**src/rtl/nib_and_pkg.sv**
```systemverilog
package nib_and_pkg;

    typedef enum logic [1:0] {
        S_IDLE,
        S_READ,
        S_WRITE,
        S_FAULT
    } rmw_state_e;

    // flag vector bit positions {E,I,C,Z}
    localparam int FLG_E = 3;
    localparam int FLG_I = 2;
    localparam int FLG_C = 1;
    localparam int FLG_Z = 0;
    localparam int FLG_W = 4;

endpackage

```
**src/rtl/nib_and_decode.sv**
```systemverilog
module nib_and_decode #(
    parameter int OP_W   = 13,
    parameter int DATA_W = 4,
    parameter logic [OP_W-DATA_W-3:0] FAMILY_CODE = 7'b1101000
) (
    input  logic [OP_W-1:0]   opcode,
    output logic              legal,
    output logic              use_y,
    output logic              post_inc,
    output logic [DATA_W-1:0] imm
);
    localparam int FAM_W   = OP_W - DATA_W - 2;
    localparam int SEL_BIT = DATA_W + 1;
    localparam int INC_BIT = DATA_W;

    always_comb begin
        legal    = (opcode[OP_W-1 -: FAM_W] == FAMILY_CODE);
        use_y    = opcode[SEL_BIT];
        post_inc = opcode[INC_BIT];
        imm      = opcode[DATA_W-1:0];
    end
endmodule

```
**src/rtl/nib_and_agen.sv**
```systemverilog
module nib_and_agen #(
    parameter int ADDR_W = 16,
    parameter int EXT_W  = 8
) (
    input  logic [ADDR_W-1:0] x_idx,
    input  logic [ADDR_W-1:0] y_idx,
    input  logic              use_y,
    input  logic              post_inc,
    input  logic              ext_on,
    input  logic [EXT_W-1:0]  ext_val,
    output logic [ADDR_W-1:0] addr
);
    localparam int PAGE_W = ADDR_W - EXT_W;

    logic [ADDR_W-1:0] page_addr;
    logic [ADDR_W-1:0] base_addr;

    generate
        if (PAGE_W > 0) begin : g_paged
            always_comb begin
                page_addr = use_y ? {{PAGE_W{1'b1}}, ext_val}
                                  : {{PAGE_W{1'b0}}, ext_val};
            end
        end else begin : g_flat
            always_comb begin
                page_addr = ext_val[ADDR_W-1:0];
            end
        end
    endgenerate

    always_comb begin
        base_addr = use_y ? y_idx : x_idx;
        // extension only applies to the plain (non-increment) form
        addr = (ext_on && !post_inc) ? page_addr : base_addr;
    end
endmodule

```
**src/rtl/nib_and_alu.sv**
```systemverilog
module nib_and_alu #(
    parameter int DATA_W = 4
) (
    input  logic [DATA_W-1:0] operand,
    input  logic [DATA_W-1:0] imm,
    output logic [DATA_W-1:0] result,
    output logic              zero
);
    always_comb begin
        result = operand & imm;
        zero   = (result == '0);
    end
endmodule

```
**src/rtl/nib_and_rmw.sv**
```systemverilog
module nib_and_rmw
    import nib_and_pkg::*;
#(
    parameter int OP_W   = 13,
    parameter int DATA_W = 4,
    parameter int ADDR_W = 16,
    parameter int EXT_W  = 8
) (
    input  logic              clk,
    input  logic              rst,
    input  logic              start,
    input  logic [OP_W-1:0]   opcode,
    input  logic [ADDR_W-1:0] x_in,
    input  logic [ADDR_W-1:0] y_in,
    input  logic              ext_flag,
    input  logic [EXT_W-1:0]  ext_val,
    input  logic [FLG_W-1:0]  flags_in,
    output logic [ADDR_W-1:0] mem_addr,
    input  logic [DATA_W-1:0] mem_rdata,
    output logic [DATA_W-1:0] mem_wdata,
    output logic              mem_we,
    output logic [FLG_W-1:0]  flags_out,
    output logic              flags_we,
    output logic              idx_we,
    output logic              idx_sel_y,
    output logic [ADDR_W-1:0] idx_next,
    output logic              busy,
    output logic              done,
    output logic              illegal
);
    localparam logic [ADDR_W-1:0] IDX_STEP = {{(ADDR_W-1){1'b0}}, 1'b1};

    rmw_state_e state_q, state_d;

    logic              legal_c, use_y_c, inc_c, accept;
    logic [DATA_W-1:0] imm_c;
    logic [ADDR_W-1:0] addr_c;

    logic [ADDR_W-1:0] addr_q;
    logic [ADDR_W-1:0] base_q;
    logic [DATA_W-1:0] imm_q;
    logic              use_y_q;
    logic              inc_q;

    logic [DATA_W-1:0] res_c;
    logic              zero_c;

    nib_and_decode #(.OP_W(OP_W), .DATA_W(DATA_W)) u_dec (
        .opcode   (opcode),
        .legal    (legal_c),
        .use_y    (use_y_c),
        .post_inc (inc_c),
        .imm      (imm_c)
    );

    nib_and_agen #(.ADDR_W(ADDR_W), .EXT_W(EXT_W)) u_agen (
        .x_idx    (x_in),
        .y_idx    (y_in),
        .use_y    (use_y_c),
        .post_inc (inc_c),
        .ext_on   (ext_flag),
        .ext_val  (ext_val),
        .addr     (addr_c)
    );

    nib_and_alu #(.DATA_W(DATA_W)) u_alu (
        .operand (mem_rdata),
        .imm     (imm_q),
        .result  (res_c),
        .zero    (zero_c)
    );

    assign accept = (state_q == S_IDLE) && start && legal_c;

    // next-state selection
    always_comb begin
        state_d = state_q;
        unique case (state_q)
            S_IDLE: begin
                if (start) state_d = legal_c ? S_READ : S_FAULT;
            end
            S_READ:  state_d = S_WRITE;
            S_WRITE: state_d = S_IDLE;
            S_FAULT: state_d = S_IDLE;
        endcase
    end

    // state and operand registers
    always_ff @(posedge clk) begin
        if (rst) begin
            state_q <= S_IDLE;
            addr_q  <= '0;
            base_q  <= '0;
            imm_q   <= '0;
            use_y_q <= 1'b0;
            inc_q   <= 1'b0;
        end else begin
            state_q <= state_d;
            if (accept) begin
                addr_q  <= addr_c;
                base_q  <= use_y_c ? y_in : x_in;
                imm_q   <= imm_c;
                use_y_q <= use_y_c;
                inc_q   <= inc_c;
            end
        end
    end

    // outputs per state
    always_comb begin
        mem_addr  = addr_q;
        mem_wdata = res_c;
        mem_we    = 1'b0;
        flags_out = flags_in;
        flags_we  = 1'b0;
        idx_we    = 1'b0;
        idx_sel_y = use_y_q;
        idx_next  = base_q + IDX_STEP;
        busy      = 1'b1;
        done      = 1'b0;
        illegal   = 1'b0;
        unique case (state_q)
            S_IDLE: begin
                busy = 1'b0;
            end
            S_READ: begin
            end
            S_WRITE: begin
                mem_we           = 1'b1;
                done             = 1'b1;
                flags_we         = 1'b1;
                flags_out[FLG_E] = 1'b0;
                flags_out[FLG_Z] = zero_c;
                idx_we           = inc_q;
            end
            S_FAULT: begin
                illegal = 1'b1;
            end
        endcase
    end

endmodule

```
**config.mk**
```make
export PLATFORM = sky130hd
export DESIGN_NAME = nib_and_rmw
export DESIGN_NICKNAME = d
export VERILOG_FILES = /design/src/rtl/nib_and_pkg.sv /design/src/rtl/nib_and_decode.sv /design/src/rtl/nib_and_agen.sv /design/src/rtl/nib_and_alu.sv /design/src/rtl/nib_and_rmw.sv
export SDC_FILE = /design/constraint.sdc
export NUM_CORES = 1
export LEC_CHECK = 0
export BUFFER_PORTS_ARGS = -buffer_cell sky130_fd_sc_hd__buf_4
export CORE_UTILIZATION = 46
export CTS_CLUSTER_DIAMETER = 60
export DETAILED_ROUTE_END_ITERATION = 8
export GPL_TIMING_DRIVEN = 0
export PLACE_DENSITY = 0.81
export SLEW_MARGIN = 20
export SYNTH_ARGS = -nofsm -noshare
export SYNTH_HDL_FRONTEND = slang
export SYNTH_SLANG_ARGS = --single-unit
```
**constraint.sdc**
```tcl
create_clock -name clk -period 3.03 [get_ports clk]
set_input_delay 0.303 -clock clk [delete_from_list [all_inputs] [get_ports clk]]
set_output_delay 0.303 -clock clk [all_outputs]
set_load 0.02 [all_outputs]
```
Yosys cells after proc, flatten, opt, wreduce, memory -nomap -nowiden. Cells that the tools add are included.

Shifts and indexed selects: 0. Add/sub/neg operators: 1. $lt $le $gt $ge: 0. Bitwise logic cells: 1. Div/mod/pow operators: 0. Reductions and logical operators: 7. Multipliers: 0. Eq/ne operators: 5. Muxes and demuxes: 12.

Operator list (number): 16-bit 2-to-1 mux (3); 16-bit by 1-bit adder with 16-bit output (second input constant) (1); 7-bit == test (second input constant) (1); 1-bit 2-to-1 mux (6); 2-bit case mux with 3 select lines (1); 4-bit bitwise AND (1); 2-bit == test (second input constant) (2); 4-bit zero test (1); 2-bit 2-to-1 mux (2); 1-bit logical AND (3); 2-bit by 1-bit == test with 1-bit output (second input constant) (1); 2-bit zero test (1); 2-bit != test (second input constant) (1); 2-bit OR reduction (1); 1-bit zero test (1).

Bits in writable memories: 0. Memory bits (read-only): 0. Memories kept: 0. Latch bits: 0. Output and inout bits: 47. Bits in registers: 40.

Depth between registers and ports, before layout. Gate-level depths: netlist (run 1).

Depth after elaboration: 4. Gate-level depth with buffers: 6. Gate-level depth less buffers: 5.

Modules after synthesis. A second synthesis (run 1) with hierarchy kept.

Cells, all modules: 295. Area, all modules: 2469.9 µm².

Modules (own cells, without submodules): nib_and_rmw (area each 2006.9 µm², seq. area each 800.8 µm², times used 1, cells each 225); nib_and_agen (area each 346.6 µm², seq. area each 0.0 µm², times used 1, cells each 56); nib_and_decode (area each 65.1 µm², seq. area each 0.0 µm², times used 1, cells each 9); nib_and_alu (area each 51.3 µm², seq. area each 0.0 µm², times used 1, cells each 5).

Worst setup path before layout (run 1). Ideal clock, no wire load.

Kind: input to output. Start point: input port mem_rdata[0]. End point: output port flags_out[0]. Data required time: 2.727 ns. Buffers on the path: 0. Arrival time: 1.557 ns. Setup slack: 1.170 ns. Stages: 3. Cells stage by stage: and2_1 -> or2_2 -> o41ai_1.

Cells in the longest elaborated chain, start to end: 3.

RTL lines: from (decl) (RTL line nib_and_rmw.sv:19) `input logic [DATA_W-1:0] mem_rdata,`; 4-bit bitwise AND (RTL line nib_and_alu.sv:10) `result = operand & imm;`; 4-bit zero test (RTL line nib_and_alu.sv:11) `zero = (result == '0);`; 1-bit 2-to-1 mux (RTL line nib_and_rmw.sv:122) `unique case (state_q)`; to (decl) (RTL line nib_and_rmw.sv:22) `output logic [FLG_W-1:0] flags_out,`.

Every way passes these cells.

Final worst setup path (run 1).
Start point: register base_q[2]. End point: output port idx_next[15].

Cells in the longest elaborated chain, start to end: 1.

RTL lines: from (decl) (RTL line nib_and_rmw.sv:40) `logic [ADDR_W-1:0] base_q;`; from (signal assigned) (RTL line nib_and_rmw.sv:101) `base_q <= use_y_c ? y_in : x_in;`; 16-bit by 1-bit adder with 16-bit output (RTL line nib_and_rmw.sv:118) `idx_next = base_q + IDX_STEP;`; to (decl) (RTL line nib_and_rmw.sv:26) `output logic [ADDR_W-1:0] idx_next,`.

Every way passes these cells.

==> results.md, run 1 <==
Place:
- The HPWL reported at the end of detailed placement is roughly 5000 um.
- Input and output buffers added on the ports amount to 108.
- Routability-driven placement finished with a final weighted congestion of 0.7887.
- The minimum setup slack after placement is approximately 1.2 ns.

Clock network:
- The clock latency on the worst-skew pair is 0.29 ns.
- The TritonCTS clock tree is done.
- The number of hold buffers added after CTS was 0.
- The number of clock buffers inserted by TritonCTS is 5.
- Clock-pin slew was measured on the worst setup and hold paths at 0.07 ns.
- The maximum buffer depth of the clock tree is 2.
- The post-cts repair resize count is 0.
- For this design, the sink count on the clock tree is 40.
- Buffers added to address setup during post-CTS repair amount to 0.
- The root buffer cell chosen for the clock tree is sky130_fd_sc_hd__clkbuf_8.
- The H-tree was split into 2 levels.

Global routing:
- The total global routing track utilization is 0.2559.
- The total global routing overflow is 0.
- The first global-routing pass estimated 9970 um of wire.
- The number of global-route vias before repair came to ~2100.
- The number of antenna violations at the first check in global routing is 0.
- The largest net degree at the start of global routing is 12.

Timing:
- Measured against its own limit, the worst slew margin works out to 0.6519.
- The final number of max-transition violations was 0.
- Summed over all failing endpoints, the final setup total negative slack is 0 ns.
- At the pin with the least slew margin, the transition time is 0.5221 ns.
- The final worst-path setup slack is 0.8845 ns.
- The maximum frequency from static timing analysis is 466.1 MHz.
- The tightest hold path in the finished design has a slack of 0.2403 ns.
- The clock arrives with 0.007418 ns of skew.
- The final worst-path cycle share is 0.7081.
- The count of endpoints failing hold in the final timing report is 0.
- Setup repair after global routing left no endpoint under its margin.
- The time the final worst path needs with I/O delays and setup is 2.146 ns.
- The setup-violating endpoint count in the final report is 0.

Drt:
- After detailed routing, the number of remaining DRC violations is 0.
- The final route contains 2281 vias.
- After detailed routing, the total wire length is 6253 um.
- The starting DRC count in detailed routing is 100.
- After detailed routing, the average wire length per cell comes to 14.96 um.
- Before antenna repair, the detailed router went through 4 iterations.
- The detail-routed via count per cell is 5.457.
- The count of nets left with antenna violations once routing finished came out at 0.

Synthesis:
- Of the total synthesized cell area, the portion taken by XOR and XNOR cells is 0.05704.
- After synthesis, the largest family of logic cells by area is simple AND/OR/NAND/NOR gates.
- The flip-flop and latch count after synthesis is 40.
- The basic-gate share of the synthesized area counting and, or, nand and nor cells is 0.2154.
- The share of the Yosys chip area taken by registers is 0.3725.
- The synthesized design contains 0 enable-type register cells.
- The cell count after synthesis came out at 251.
- The synthesized-area fraction occupied by ao, oa, aoi and oai cells is 0.2066.
- A synthesized cell averages 8.564 sq um.
- After synthesis, the share of flip-flops with an asynchronous set or reset is 0.
- The multiplexer share of the synthesized area is 0.07451.
- The most frequently used flop master after synthesis is sky130_fd_sc_hd__dfxtp_1.
- The mapped netlist covers 2150 sq um.
- Counting every net in the synthesized netlist gives 317.
- The adder and majority gate portion of the synthesized area is 0.005821.
- After synthesis, the netlist uses 31 different library cells.
- During synthesis, Yosys emitted a total of 0 warnings.

Worst setup path:
- The slack of the worst reg-to-reg path is 1.35 ns.
- By startpoint and endpoint, the worst setup path is classified as register to output pin.
- The data required time at the worst endpoint is around 2.7 ns.
- The largest fanout of any net on the critical path is 5.
- The critical path capture point type is an output pin.
- Data on the critical path arrives at its endpoint at 1.84 ns.
- STA classifies the critical path startpoint as a register.

Pwr:
- IR analysis of the VDD net gives a maximum drop of between 0.2 and 0.25 mV.
- Of the total power, registers draw 0.513.
- Of the total power, the share spent switching nets is 0.2497.
- The share of total power dissipated in the clock network is 0.319.
- The combinational share of power is 0.169.
- In this run the power density over the cells is approximately 330 nW/um^2.
- The internal cell power is 778.0 uW.
- The switching component of the power is 258.9 uW.
- Summed over all cells, the static leakage comes to 0.001444 uW.

Cells and area:
- The filler cells instantiated in the layout total 380.
- At the end of the flow the core is filled with cells to 0.7029.
- The ratio of cells with drive above 1 in the final layout is 0.3852.
- The register area is 800.8 sq um.
- After the last flow step, the layout net total stands at 432.
- The layout-stage area growth over the synthesis result is 44.35%.
- The number of inserted diodes is 0.
- In the final layout, the multi-input gates occupy 1202 sq um.

Die:
- The die outline width is 70.36 um.
- From bottom edge to top edge, the die measures ~70 um.
- The floorplan has 24 rows.
- The die footprint is approximately 5000 sq um.
- The initial utilization of the core area, before any placement, comes to 0.4870.
- 112 I/O pins were placed.
- The core area is 4414 sq um.

Worst hold path:
- The class of the worst hold path is primary input to register.

Outcome:
- The run finished with clean final reports.

Job:
- Across the run, the number of max-cap violations was 0.
-- layer usage --
layer	track usage	vias to the layer above	part of all wire
met5	0	-	0
met4	0.1067	0	0.024
met3	0.03608	13	0.046
met2	0.4307	71	0.50
met1	0.3253	1067	0.43
li1	-	1130	-
-- logic make-up after synthesis --
group	count (synthesis)
flip-flops	40
AND/OR/NAND/NOR	87
AO/OA/AOI/OAI	64
adder cells (fa/ha/maj)	1
multiplexers	16
buffers and inverters	29
XOR/XNOR	14
-- worst max-delay path, cell delays in order, from the launching register on --
cell,delay (ns)
sky130_fd_sc_hd__dfxtp_1,0.42
sky130_fd_sc_hd__nand3_2,0.13
sky130_fd_sc_hd__or2_1,0.25
sky130_fd_sc_hd__buf_6,0.13
sky130_fd_sc_hd__nor4_4,0.28
sky130_fd_sc_hd__xor2_1,0.17
sky130_fd_sc_hd__buf_4,0.16
-- stage by stage --
| step | std cells | cell area (sq um) | power (uW) |
|---|---|---|---|
| after floorplan | 251 | 2150 | 620.7 |
| after global placement | 411 | 3025 | 713.9 |
| after detailed placement | 411 | 3025 | 716.8 |
| after CTS | 418 | 3103 | 1037 |
| after global routing | 418 | 3103 | 1074 |
| final | 418 | 3103 | 1037 |
-- cell usage after synthesis, drive strengths merged (9+ instances only) --
| library cell | instances | share of area |
|---|---|---|
| a211oi | 24 | 0.084 |
| a21oi | 15 | 0.035 |
| nor2 | 22 | 0.038 |
| mux2i | 16 | 0.075 |
| buf | 16 | 0.045 |
| o41ai | 9 | 0.037 |
| clkbuf | 9 | 0.016 |
| dfxtp | 40 | 0.37 |
| nand2 | 20 | 0.035 |
| nand3 | 14 | 0.035 |
-- registers in the layout, indices dropped and copies added (netlist names) --
signal and flops:
base_q 16, idx_sel_y 1, imm_q 4, inc_q 1
mem_addr 16, state_q 2
-- cells in the final DEF, fill, tap and decap left out, types with 9 or more instances in the layout --
cell / instances
sky130_fd_sc_hd__buf_4: 113
sky130_fd_sc_hd__dfxtp_1: 40
sky130_fd_sc_hd__a211oi_1: 24
sky130_fd_sc_hd__nor2_1: 22
sky130_fd_sc_hd__nand2_1: 20
sky130_fd_sc_hd__mux2i_1: 16
sky130_fd_sc_hd__a21oi_1: 15
sky130_fd_sc_hd__nand3_1: 13
sky130_fd_sc_hd__clkbuf_1: 10
sky130_fd_sc_hd__o41ai_1: 9
sky130_fd_sc_hd__buf_2: 9
-- final cells by class --
| type | count | share of cell area |
|---|---|---|
| clock buffer | 6 | 0.02339 |
| clock inverter | 1 | 0.001613 |
| sequential | 40 | 0.2581 |
| buffer | 25 | 0.04234 |
| tap | 52 | 0.02097 |
| inverter | 4 | 0.004839 |
| multi-input combinational | 182 | 0.3875 |
| timing repair buffer | 108 | 0.2613 |
-- final timing paths --
kind,depth (start not counted),startpoint,endpoint
max,6,base_q[2],idx_next[15]
max reg2reg,6,state_q[1],mem_addr[10]
min reg2reg,2,imm_q[3],imm_q[3]
min,2,rst,mem_addr[8]
-- power groups by stage --
stage	logic (uW)	clock network [uW]	registers [uW]
after detailed placement	173	0	544
after CTS	174	332	531
after floorplan	77.3	0	543
after global routing	187	356	532
after global placement	170	0	543
final	175	331	532
Power figures use the tool's default switching activity.
==> inputs of run 2 (changes only) <==
--- a/config.mk
+++ b/config.mk
@@ -6,11 +6,11 @@
 export NUM_CORES = 1
 export LEC_CHECK = 0
 export BUFFER_PORTS_ARGS = -buffer_cell sky130_fd_sc_hd__buf_4
-export CORE_UTILIZATION = 46
+export CORE_UTILIZATION = 45
 export CTS_CLUSTER_DIAMETER = 60
 export DETAILED_ROUTE_END_ITERATION = 8
 export GPL_TIMING_DRIVEN = 0
-export PLACE_DENSITY = 0.81
+export PLACE_DENSITY = 0.8
 export SLEW_MARGIN = 20
 export SYNTH_ARGS = -nofsm -noshare
 export SYNTH_HDL_FRONTEND = slang
==> constraint.sdc (replaced) <==
create_clock -name clk -period 2.15 [get_ports clk]
set_input_delay 0.215 -clock clk [delete_from_list [all_inputs] [get_ports clk]]
set_output_delay 0.215 -clock clk [all_outputs]
set_load 0.02 [all_outputs]
==> results.md, run 2 (synthesized netlist as in run 1, its figures left out) <==
Drt:
- For this run, design rule violations remaining after detail routing come to 0.
- In the final routed layout, each cell accounts on average for 14.96 um.
- The number of iterations in the first detailed-routing pass is 4.
- Dividing the detail-routed via count by the number of cells gives 5.457.
- Once detail routing completed, the nets flagged for antenna violations numbered 0.
- The routed design has 6255 um of wire.
- The detailed router finished its first iteration with 148 violations.
- Across all layers, the routed design uses 2281 vias.

Job:
- The number of max-cap violations is 0.

Cells and area:
- The library cell used most frequently in the layout, excluding fill and tap cells, is sky130_fd_sc_hd__buf_4.
- The final standard cell area without fillers is 3123 sq um.
- The final core utilization is 0.6980.
- The library cells used most frequently in the layout, excluding fill and tap cells, are 113 x sky130_fd_sc_hd__buf_4, 39 x sky130_fd_sc_hd__dfxtp_1, 24 x sky130_fd_sc_hd__a211oi_1.
- The ratio of cells with drive above 1 in the final layout is 0.3907.
- Compared with the post-synthesis result, the final layout area differs by 45.29%.
- The filler cells instantiated in the layout total around 390.
- The number of inserted diodes is 0.
- After the last flow step, the layout net total stands at 432.

Timing:
- The worst-case headroom to the max-slew limit is 0.6655.
- The final number of max-transition violations came to 0.
- Setup violations remaining at the end of the flow were counted as 0.
- The final sum of negative setup slack is 0 ns.
- Of the available clock period, the critical path in the final layout requires 0.9301.
- Across the routed clock network, the largest skew measured is 0.007056 ns.
- The maximum frequency from static timing analysis is 500.1 MHz.
- Setup repair after global routing left no endpoint under its margin.
- The routed design could run at a clock period as short as approximately 2.0 ns.
- The count of endpoints failing hold in the final timing report is 0.
- The transition at the pin with the smallest max-transition slack is 0.5018 ns.

Die:
- From left edge to right edge, the die measures between 70 and 80 um.
- The count of boundary I/O pins is 112.
- The core region is 4474 sq um.
- The row count is 24.
- The initial utilization of the core area, before any placement, comes to 0.4804.
- The overall die height is a little over 70 um.
- The die covers 5057 sq um.

Global routing:
- Global routing finished with a remaining overflow of 0.
- Entering global routing, the biggest net connects 12 pins.
- The first global-routing pass estimated 9977 um of wire.
- The number of global-route vias before repair is 2107.
- The total global routing track utilization is 0.2517.
- The number of antenna violations at the first check in global routing is 0.

Clock network:
- TritonCTS built the clock tree.
- The post-cts repair resize count is 0.
- After clock tree synthesis, the setup repair step added 0 buffers.
- The count of hold buffers inserted by post-cts repair is 0.
- The maximum buffer depth of the clock tree is 2.
- The clock root buffer is sky130_fd_sc_hd__clkbuf_8.
- Clock tree synthesis found a total of 40 sinks.
- At the later pin of the worst-skew pair, clock insertion delay measures 0.29 ns.
- The number of clock buffers added by TritonCTS is 5.
- The maximum level of the CTS H-tree is 2.
- The clock-pin transition on the worst setup and hold timing paths is 0.07 ns.

Worst setup path:
- STA puts the critical path data arrival time at 1.78 ns.
- The worst reg2reg path depth is 6.
- In this design, the stage delay of the slowest critical-path cell is 0.42 ns.
- The number of buffers and inverters on the critical path is 2.
- The critical path goes through nand4_1, or2_1, buf_6, nor3_1, xor2_1, buf_4.
- STA classifies the critical path endpoint as an output pin.
- Broken down by cell family, the worst path's largest delay share belongs to simple AND/OR/NAND/NOR gates.
- The largest fanout of any net on the critical path is 6.
- The critical path class is register to output pin.
- The slowest stage cell on the critical path is sky130_fd_sc_hd__dfxtp_1.
- The critical path crosses 6 cells after its start point.
- STA classifies the critical path startpoint as a register.
- Data on the critical path is required at its endpoint by approximately 1.9 ns.

Worst hold path:
- The min-delay analysis places its worst path in the category primary input to register.
- The worst hold path passes through 2 cells.

Pwr:
- The worst supply voltage drop on vdd is 0.3369 mV.
- The cell area power density is 488.6 nW/um^2.
- The static leakage is 0.001454 uW.

Place:
- The count of input and output buffers is 108.
- Summed over all nets, the half-perimeter wirelength after detailed placement is 4945 um.
- At the end of routability-driven placement, the weighted congestion stood at 0.8324.
- After detailed placement, the total cell area comes to about 3000 sq um.

Outcome:
- The flow ran to the end, and the final reports show no timing, DRC or antenna violations.
-- run 2: cell types whose count changed in the layout (fill, tap and decap cells not counted) --
cell                       delta
sky130_fd_sc_hd__clkbuf_1     -1
sky130_fd_sc_hd__clkbuf_8     +2
sky130_fd_sc_hd__clkinv_2     -1
sky130_fd_sc_hd__dfxtp_1      -1
sky130_fd_sc_hd__dfxtp_2      +1
-- run 2: cell type report --
type	count	area, sq um	share of cell area
plain buffers	25	131.4	0.04207
clock buffers	7	96.34	0.03085
inverters	4	15.01	0.004808
multi-input cells	182	1202	0.3850
flip-flops and latches	40	802.0	0.2568
well taps	52	65.06	0.02083
repair buffers	108	810.8	0.2596
-- run 2: report_power, final --
| part | internal, uW | switching [uW] | total, uW |
|---|---|---|---|
| Sequential | 745 | 4.29 | 749 |
| Clock | 286 | 245 | 531 |
| Combinational | 131 | 115 | 246 |
-- run 2: per-layer routing --
layer / routed length, um / up-vias / part of all wire / global-route usage
li1: - / 1132 / - / -
met1: 2738 / 1068 / 0.44 / 0.3381
met2: 3097 / 71 / 0.50 / 0.4113
met3: 300 / 10 / 0.048 / 0.04416
met4: 119 / 0 / 0.019 / 0.08222
met5: 0 / - / 0 / 0
-- run 2: stage by stage --
step	instances	setup slack, ns	total power (uW)	hold WS [ns]
after global routing	418	0.03506	1575	0.1685
after floorplan	251	0.4083	874.7	0.3161
after detailed placement	411	0.4111	1010	0.4449
after CTS	418	0.09755	1530	0.1543
after global placement	411	0.4352	1006	0.4406
final	418	0.1503	1526	0.1533
-- run 2: worst paths after layout --
path,start,endpoint,slack [ns]
max,base_q[3],idx_next[13],0.15
min,rst,mem_addr[8],0.15
max reg2reg,state_q[1],mem_addr[9],0.57
min reg2reg,imm_q[0],imm_q[0],0.46
